===== src/rtl/sms_pkg.sv =====
package sms_pkg;
    localparam logic [7:0] OP_WRITE = 8'h02;
    localparam logic [7:0] OP_READ  = 8'h03;
    localparam logic [7:0] OP_WRDI  = 8'h04;
    localparam logic [7:0] OP_RDSR  = 8'h05;
    localparam logic [7:0] OP_WREN  = 8'h06;

    typedef enum logic [2:0] {
        PH_CMD,
        PH_ADDR,
        PH_WDATA,
        PH_RDATA,
        PH_STAT,
        PH_SKIP
    } phase_e;
endpackage


===== src/rtl/sms_sync.sv =====
module sms_sync #(
    parameter int W = 5,
    parameter int STAGES = 2,
    parameter logic [W-1:0] RST_VAL = '0
) (
    input  logic         clk,
    input  logic         rst_n,
    input  logic [W-1:0] d,
    output logic [W-1:0] q
);
    logic [W-1:0] stg_d [STAGES];
    logic [W-1:0] stg_q [STAGES];

    always_comb begin
        stg_d[0] = d;
        for (int i = 1; i < STAGES; i++) stg_d[i] = stg_q[i-1];
    end

    always_ff @(posedge clk or negedge rst_n) begin
        if (!rst_n) begin
            for (int i = 0; i < STAGES; i++) stg_q[i] <= RST_VAL;
        end else begin
            for (int i = 0; i < STAGES; i++) stg_q[i] <= stg_d[i];
        end
    end

    assign q = stg_q[STAGES-1];
endmodule


===== src/rtl/sms_wel.sv =====
module sms_wel (
    input  logic clk,
    input  logic rst_n,
    input  logic set,
    input  logic clr,
    output logic wel
);
    logic wel_d, wel_q;

    always_comb begin
        wel_d = wel_q;
        if (set)      wel_d = 1'b1;
        else if (clr) wel_d = 1'b0;
    end

    always_ff @(posedge clk or negedge rst_n) begin
        if (!rst_n) wel_q <= 1'b0;
        else        wel_q <= wel_d;
    end

    assign wel = wel_q;
endmodule


===== src/rtl/sms_spi_slave.sv =====
module sms_spi_slave #(
    parameter int ADDR_W = 8,
    parameter int SYNC_STAGES = 2
) (
    input  logic              clk,
    input  logic              rst_n,
    input  logic              spi_sclk,
    input  logic              spi_cs_n,
    input  logic              spi_mosi,
    input  logic              spi_hold_n,
    input  logic              spi_wp_n,
    output logic              spi_miso,
    output logic              spi_miso_oe,
    output logic              rd_req,
    output logic [ADDR_W-1:0] rd_addr,
    input  logic [7:0]        rd_data,
    output logic              wr_req,
    output logic [ADDR_W-1:0] wr_addr,
    output logic [7:0]        wr_data
);
    import sms_pkg::*;

    localparam int AB   = ADDR_W / 8;
    localparam int AB_W = $clog2(AB + 1);

    typedef struct packed {
        phase_e            ph;
        logic [2:0]        bit_cnt;
        logic [7:0]        rx;
        logic [7:0]        tx;
        logic              so;
        logic              is_wr;
        logic [ADDR_W-1:0] addr;
        logic [AB_W-1:0]   ab_cnt;
        logic [7:0]        wbuf;
        logic              wvalid;
        logic              rd_req;
        logic              load_tx;
        logic              wr_req;
        logic              sclk_p;
        logic              cs_p;
    } st_t;

    st_t st_d, st_q;

    logic [4:0] pins_s;
    logic sclk_s, cs_s, mosi_s, hold_s, wp_s;
    logic wel, wel_set, wel_clr;
    logic rise, fall;
    logic [7:0] rx_byte, status;

    sms_sync #(.W(5), .STAGES(SYNC_STAGES), .RST_VAL(5'b01011)) u_sync (
        .clk(clk), .rst_n(rst_n),
        .d({spi_sclk, spi_cs_n, spi_mosi, spi_hold_n, spi_wp_n}),
        .q(pins_s)
    );
    assign {sclk_s, cs_s, mosi_s, hold_s, wp_s} = pins_s;

    sms_wel u_wel (
        .clk(clk), .rst_n(rst_n), .set(wel_set), .clr(wel_clr), .wel(wel)
    );

    assign rise    = sclk_s & ~st_q.sclk_p;
    assign fall    = ~sclk_s & st_q.sclk_p;
    assign rx_byte = {st_q.rx[6:0], mosi_s};
    assign status  = {~wp_s, 5'b0, wel, 1'b0};

    always_comb begin
        st_d        = st_q;
        st_d.rd_req = 1'b0;
        st_d.wr_req = 1'b0;
        st_d.sclk_p = sclk_s;
        st_d.cs_p   = cs_s;
        wel_set     = 1'b0;
        wel_clr     = 1'b0;

        if (st_q.load_tx) begin
            st_d.tx      = rd_data;
            st_d.load_tx = 1'b0;
        end
        if (st_q.rd_req) begin
            st_d.addr    = st_q.addr + 1'b1;
            st_d.load_tx = 1'b1;
        end

        if (cs_s) begin
            st_d.ph      = PH_CMD;
            st_d.bit_cnt = '0;
            st_d.wvalid  = 1'b0;
            st_d.so      = 1'b0;
            if (!st_q.cs_p && st_q.ph == PH_WDATA && st_q.wvalid && wel && wp_s) begin
                st_d.wr_req = 1'b1;
                wel_clr     = 1'b1;
            end
        end else if (hold_s) begin
            if (rise) begin
                st_d.rx      = rx_byte;
                st_d.bit_cnt = st_q.bit_cnt + 3'd1;
                if (st_q.bit_cnt == 3'd7) begin
                    case (st_q.ph)
                        PH_CMD: begin
                            st_d.ab_cnt = '0;
                            case (rx_byte)
                                OP_WREN: begin wel_set = 1'b1; st_d.ph = PH_SKIP; end
                                OP_WRDI: begin wel_clr = 1'b1; st_d.ph = PH_SKIP; end
                                OP_RDSR: begin st_d.tx = status; st_d.ph = PH_STAT; end
                                OP_READ: begin st_d.is_wr = 1'b0; st_d.ph = PH_ADDR; end
                                OP_WRITE: begin st_d.is_wr = 1'b1; st_d.ph = PH_ADDR; end
                                default: st_d.ph = PH_SKIP;
                            endcase
                        end
                        PH_ADDR: begin
                            st_d.addr = (st_q.addr << 8) | ADDR_W'(rx_byte);
                            if (st_q.ab_cnt == AB_W'(AB - 1)) begin
                                if (st_q.is_wr) begin
                                    st_d.ph = PH_WDATA;
                                end else begin
                                    st_d.ph     = PH_RDATA;
                                    st_d.rd_req = 1'b1;
                                end
                            end else begin
                                st_d.ab_cnt = st_q.ab_cnt + 1'b1;
                            end
                        end
                        PH_WDATA: begin
                            st_d.wbuf   = rx_byte;
                            st_d.wvalid = 1'b1;
                        end
                        PH_RDATA: st_d.rd_req = 1'b1;
                        PH_STAT:  st_d.tx = status;
                        default: ;
                    endcase
                end
            end else if (fall && (st_q.ph == PH_RDATA || st_q.ph == PH_STAT)) begin
                st_d.so = st_q.tx[7];
                st_d.tx = {st_q.tx[6:0], 1'b0};
            end
        end
    end

    always_ff @(posedge clk or negedge rst_n) begin
        if (!rst_n) begin
            st_q        <= '0;
            st_q.ph     <= PH_CMD;
            st_q.cs_p   <= 1'b1;
        end else begin
            st_q <= st_d;
        end
    end

    assign spi_miso    = st_q.so;
    assign spi_miso_oe = ~cs_s & hold_s & (st_q.ph == PH_RDATA || st_q.ph == PH_STAT);
    assign rd_req      = st_q.rd_req;
    assign rd_addr     = st_q.addr;
    assign wr_req      = st_q.wr_req;
    assign wr_addr     = st_q.addr;
    assign wr_data     = st_q.wbuf;
endmodule


===== config.mk =====
export PLATFORM = sky130hd
export DESIGN_NAME = sms_spi_slave
export DESIGN_NICKNAME = d
export VERILOG_FILES = /design/src/rtl/sms_pkg.sv /design/src/rtl/sms_sync.sv /design/src/rtl/sms_wel.sv /design/src/rtl/sms_spi_slave.sv
export SDC_FILE = /design/constraint.sdc
export NUM_CORES = 1
export LEC_CHECK = 0
export BUFFER_PORTS_ARGS = -buffer_cell sky130_fd_sc_hd__buf_4
export CORE_ASPECT_RATIO = 0.6
export CORE_MARGIN = 4
export CORE_UTILIZATION = 32
export CTS_CLUSTER_DIAMETER = 50
export DETAILED_ROUTE_END_ITERATION = 10
export MAX_ROUTING_LAYER = met4
export PLACE_DENSITY_LB_ADDON = 0.25
export REMOVE_ABC_BUFFERS = 1
export SKIP_CTS_REPAIR_TIMING = 1
export SYNTH_ARGS = -nofsm -noshare
export SYNTH_HDL_FRONTEND = slang
export SYNTH_SLANG_ARGS = --single-unit

===== constraint.sdc =====
create_clock -name clk -period 1.6 [get_ports clk]
set_input_delay 0.16 -clock clk [delete_from_list [all_inputs] [get_ports clk]]
set_output_delay 0.16 -clock clk [all_outputs]
set_load 0.01 [all_outputs]

==> results.py <==
metrics = {
    "run_status": {
        "outcome": "complete, but fails checks",
        "failed_checks": "setup timing",
    },
    "die": {
        "die_y_microns": 78.38,
        "initial_core_util_pct": 33.24,
        "rows": 25,
        "core_sq_um": 7945,
        "die_x_microns": 125.3,
        "dieArea_sq_um": 9820,
        "io_pins": 43,
    },
    "logic_synthesis": {
        "ys.warnings.count": 0,
        "yosysTopAreaCell": "dfrtp_1",
        "syn-mean-instance-area_sq_um": 10.96,
        "synth_ff_type": "dfrtp_1",
        "async_flop_share_pct": 100.0,
        "synth_cell_type_count": 46,
        "yosysSeqAreaShare_pct": 53.39,
        "synth_most_common_cell": "dfrtp_1",
        "synth_top_area_share_pct": 46.42,
        "netlist_instances": 241,
        "synthTopCellsByCount": "49 x dfrtp_1, 26 x nand2_1, 25 x buf_4",
        "synth_seq_cells": 56,
        "syn_area_sq_um": 2641,
        "ys_top_cells_by_area": "dfrtp_1 46%, buf_4 7.1%, dfstp_2 7.0%",
        "synth-edff-count": 0,
    },
    "sta": {
        "finalWorstPathRequiredPeriod_ns": 1.629,
        "slew_violations": 0,
        "finalHoldViolations": 0,
        "relSlewSlack_pct": 74.66,
        "setup_slack_ns": -0.02908,
        "setup_viol": 1,
        "timing.final.crit_share_pct": 101.8,
        "clock_skew_ns": 0.002995,
        "rsz0062_at_grt": "true",
        "finalSetupTns_ns": -0.02908,
        "holdWs_ns": 0.2086,
        "worst_slew_pin_slew_ns": 0.3784,
        "fmax_mhz": 613.8,
    },
    "critical_path": {
        "worstSetupEndpoint": "spi_miso_oe",
        "critPathArrivalTime_ns": 1.47,
        "cp_slowest_cell": "dfrtp_2",
        "end_kind": "primary output",
        "cp_max_fo": 4,
        "worstSetupStartpointType": "flip-flop",
        "crit_chain": "and3b_2, buf_4, o21a_1, buf_6",
        "r2r_start": "u_sync.q[1]",
        "max_stage_delay_ns": 0.46,
        "critPathKind": "reg -> out",
        "timing.rr.end": "st_q[32]",
        "crit_start": "st_q[45]",
        "reg2reg_setup_slack_ns": 0.02,
        "cpLargestDelayFamily": "flip-flops",
        "critPathRequiredTime_ns": 1.44,
        "ff2ff_path_depth": 4,
        "cp_num_buf_inv": 2,
        "cp.depth": 4,
    },
    "global_route": {
        "track_usage_pct": 12.91,
        "grt_pass1_vias": 1791,
        "grt.overflow.total": 0,
        "antenna_found_initial": 0,
        "grt_max_degree": 57,
        "grt_pass1_wl_microns": 9597,
    },
    "job": {
        "cap_violations": 0,
    },
    "finish": {
        "nets": 328,
        "fin_cells": 419,
        "n_antenna_cell": 0,
        "fillCellCount": 759,
        "final_area_sq_um": 3667,
        "regArea_sq_um": 1414,
        "multi_input_area_sq_um": 1149,
        "fin_util_pct": 46.16,
        "area_growth_syn_to_layout_pct": 38.84,
        "drive_gt1_share_pct": 44.69,
    },
    "drt": {
        "wl_microns": 6284,
        "num_vias": 1953,
        "post-route-drc-count": 0,
        "drt_iter0_drc": 99,
        "first_pass_iters": 4,
        "routedWlPerCell_microns": 15.00,
        "final_antenna_net_count": 0,
        "via_per_inst": 4.661,
    },
    "power": {
        "power.density_nw_per_um2": 900.6,
        "peakVddDrop_v": 0.0004713,
        "p_leak_nw": 1.715,
    },
    "clock_network": {
        "clkSinkCount": 56,
        "worstSkewPairLatency_ns": 0.30,
        "clockBufferDepth": 2,
        "htreeDepth": 2,
        "cts_made_buffers": 5,
        "cts_root_buf": "clkbuf_16",
        "tritoncts": "done",
        "clk_pin_slew_ns": 0.07,
    },
    "place": {
        "dpl_cell_area_sq_um": 3152,
        "hpwl_microns": 4171,
        "dp.cells": 394,
        "gp_congestion": 0.7662,
        "numPortBuffers": 42,
    },
    "worst_hold_path": {
        "holdCritPathClass": "in -> reg",
    },
}
-- stage by stage --
stage               power, mW  setup slack (ns)
global placement        1.944           -0.1487
floorplan               1.721          -0.09267
global route            3.444          -0.07495
finish                  3.303          -0.02908
detailed placement      1.949           -0.1959
CTS                     3.288           -0.2173
-- registers in the layout, summed over array words and instances (netlist names) --
name / cells
rd_addr: 8
rd_req: 1
rx_byte: 7
spi_miso: 1
st_q: 19
u_sync.q: 5
u_sync.stg_d: 5
u_wel.wel: 1
wr_data: 8
wr_req: 1
-- power by group --
part	leakage, nW	internal (mW)	total (mW)	switching [mW]
Clock	0.0901	0.825	1.33	0.504
Combinational	0.921	0.215	0.433	0.217
Sequential	0.703	1.49	1.54	0.0479
Total	1.71	2.53	3.30	0.770
-- worst register-to-register path: cells and delay by family (launching register included) --
kind	cells	cell delay [ns]
AND/OR/NAND/NOR	3	0.73
AO/OA/AOI/OAI	1	0.20
flip-flops	1	0.56
-- cell type report --
class	instances	share of cell area (%)
Sequential cell	56	38.55
Multi-Input combinational cell	151	31.32
Timing Repair Buffer	91	20.95
Clock buffer	7	4.162
Tap cell	108	3.685
Clock inverter	1	0.8188
Inverter	5	0.5118
-- cells in the final DEF, fill, tap and decap left out, types with 2 or more instances in the layout --
| cell | count |
|---|---|
| mux2_2 | 5 |
| dfstp_2 | 7 |
| nand4_1 | 4 |
| o21ai_0 | 7 |
| nand3_1 | 2 |
| a21oi_1 | 12 |
| clkbuf_16 | 6 |
| buf_6 | 2 |
| inv_1 | 5 |
| dfrtp_2 | 3 |
| nor4_1 | 2 |
| buf_4 | 78 |
| nor3_1 | 4 |
| and4bb_2 | 2 |
| nor2b_1 | 3 |
| mux2i_1 | 11 |
| dfrtp_1 | 46 |
| xor2_1 | 4 |
| dlygate4sd3_1 | 6 |
| nor2b_2 | 2 |
| nand2_1 | 25 |
| nor2_2 | 2 |
| buf_12 | 3 |
| a211oi_1 | 5 |
| xnor2_1 | 4 |
| nor2_1 | 19 |
| mux2_4 | 4 |
| clkbuf_8 | 2 |
-- cell families (layout without fill, tap and decap cells) --
family          count (synthesis)  count (layout)  share of synthesized area, %
mux                            20              20                         8.006
compound gates                 35              35                         8.812
simple gates                   84              85                         16.96
flops                          56              56                         53.39
fa+ha+maj                       3               3                         1.421
buf+inv                        35             104                         8.764
xor+xnor                        8               8                         2.652
-- routing by layer --
metal | GRT usage, % | up-vias | part of all wire (%)
li1 | - | 957 | -
met1 | 20.06 | 934 | 53
met2 | 15.06 | 53 | 39
met3 | 4.079 | 9 | 6.0
met4 | 4.437 | 0 | 1.7
met5 | - | - | 0
-- how the worst min path moves through the flow --
stage	from	endpoint	slack (ns)	cells after the start
floorplan	rst_n	rd_addr[0]	-0.14	0
global placement	rst_n	u_sync.stg_d[2]	0.17	2
detailed placement	rst_n	u_sync.stg_d[2]	0.17	2
CTS	rst_n	u_sync.stg_d[2]	-0.15	2
global route	rd_data[4]	st_q[29]	0.20	3
finish	rd_data[4]	st_q[29]	0.21	3
Power figures use the tool's default switching activity.
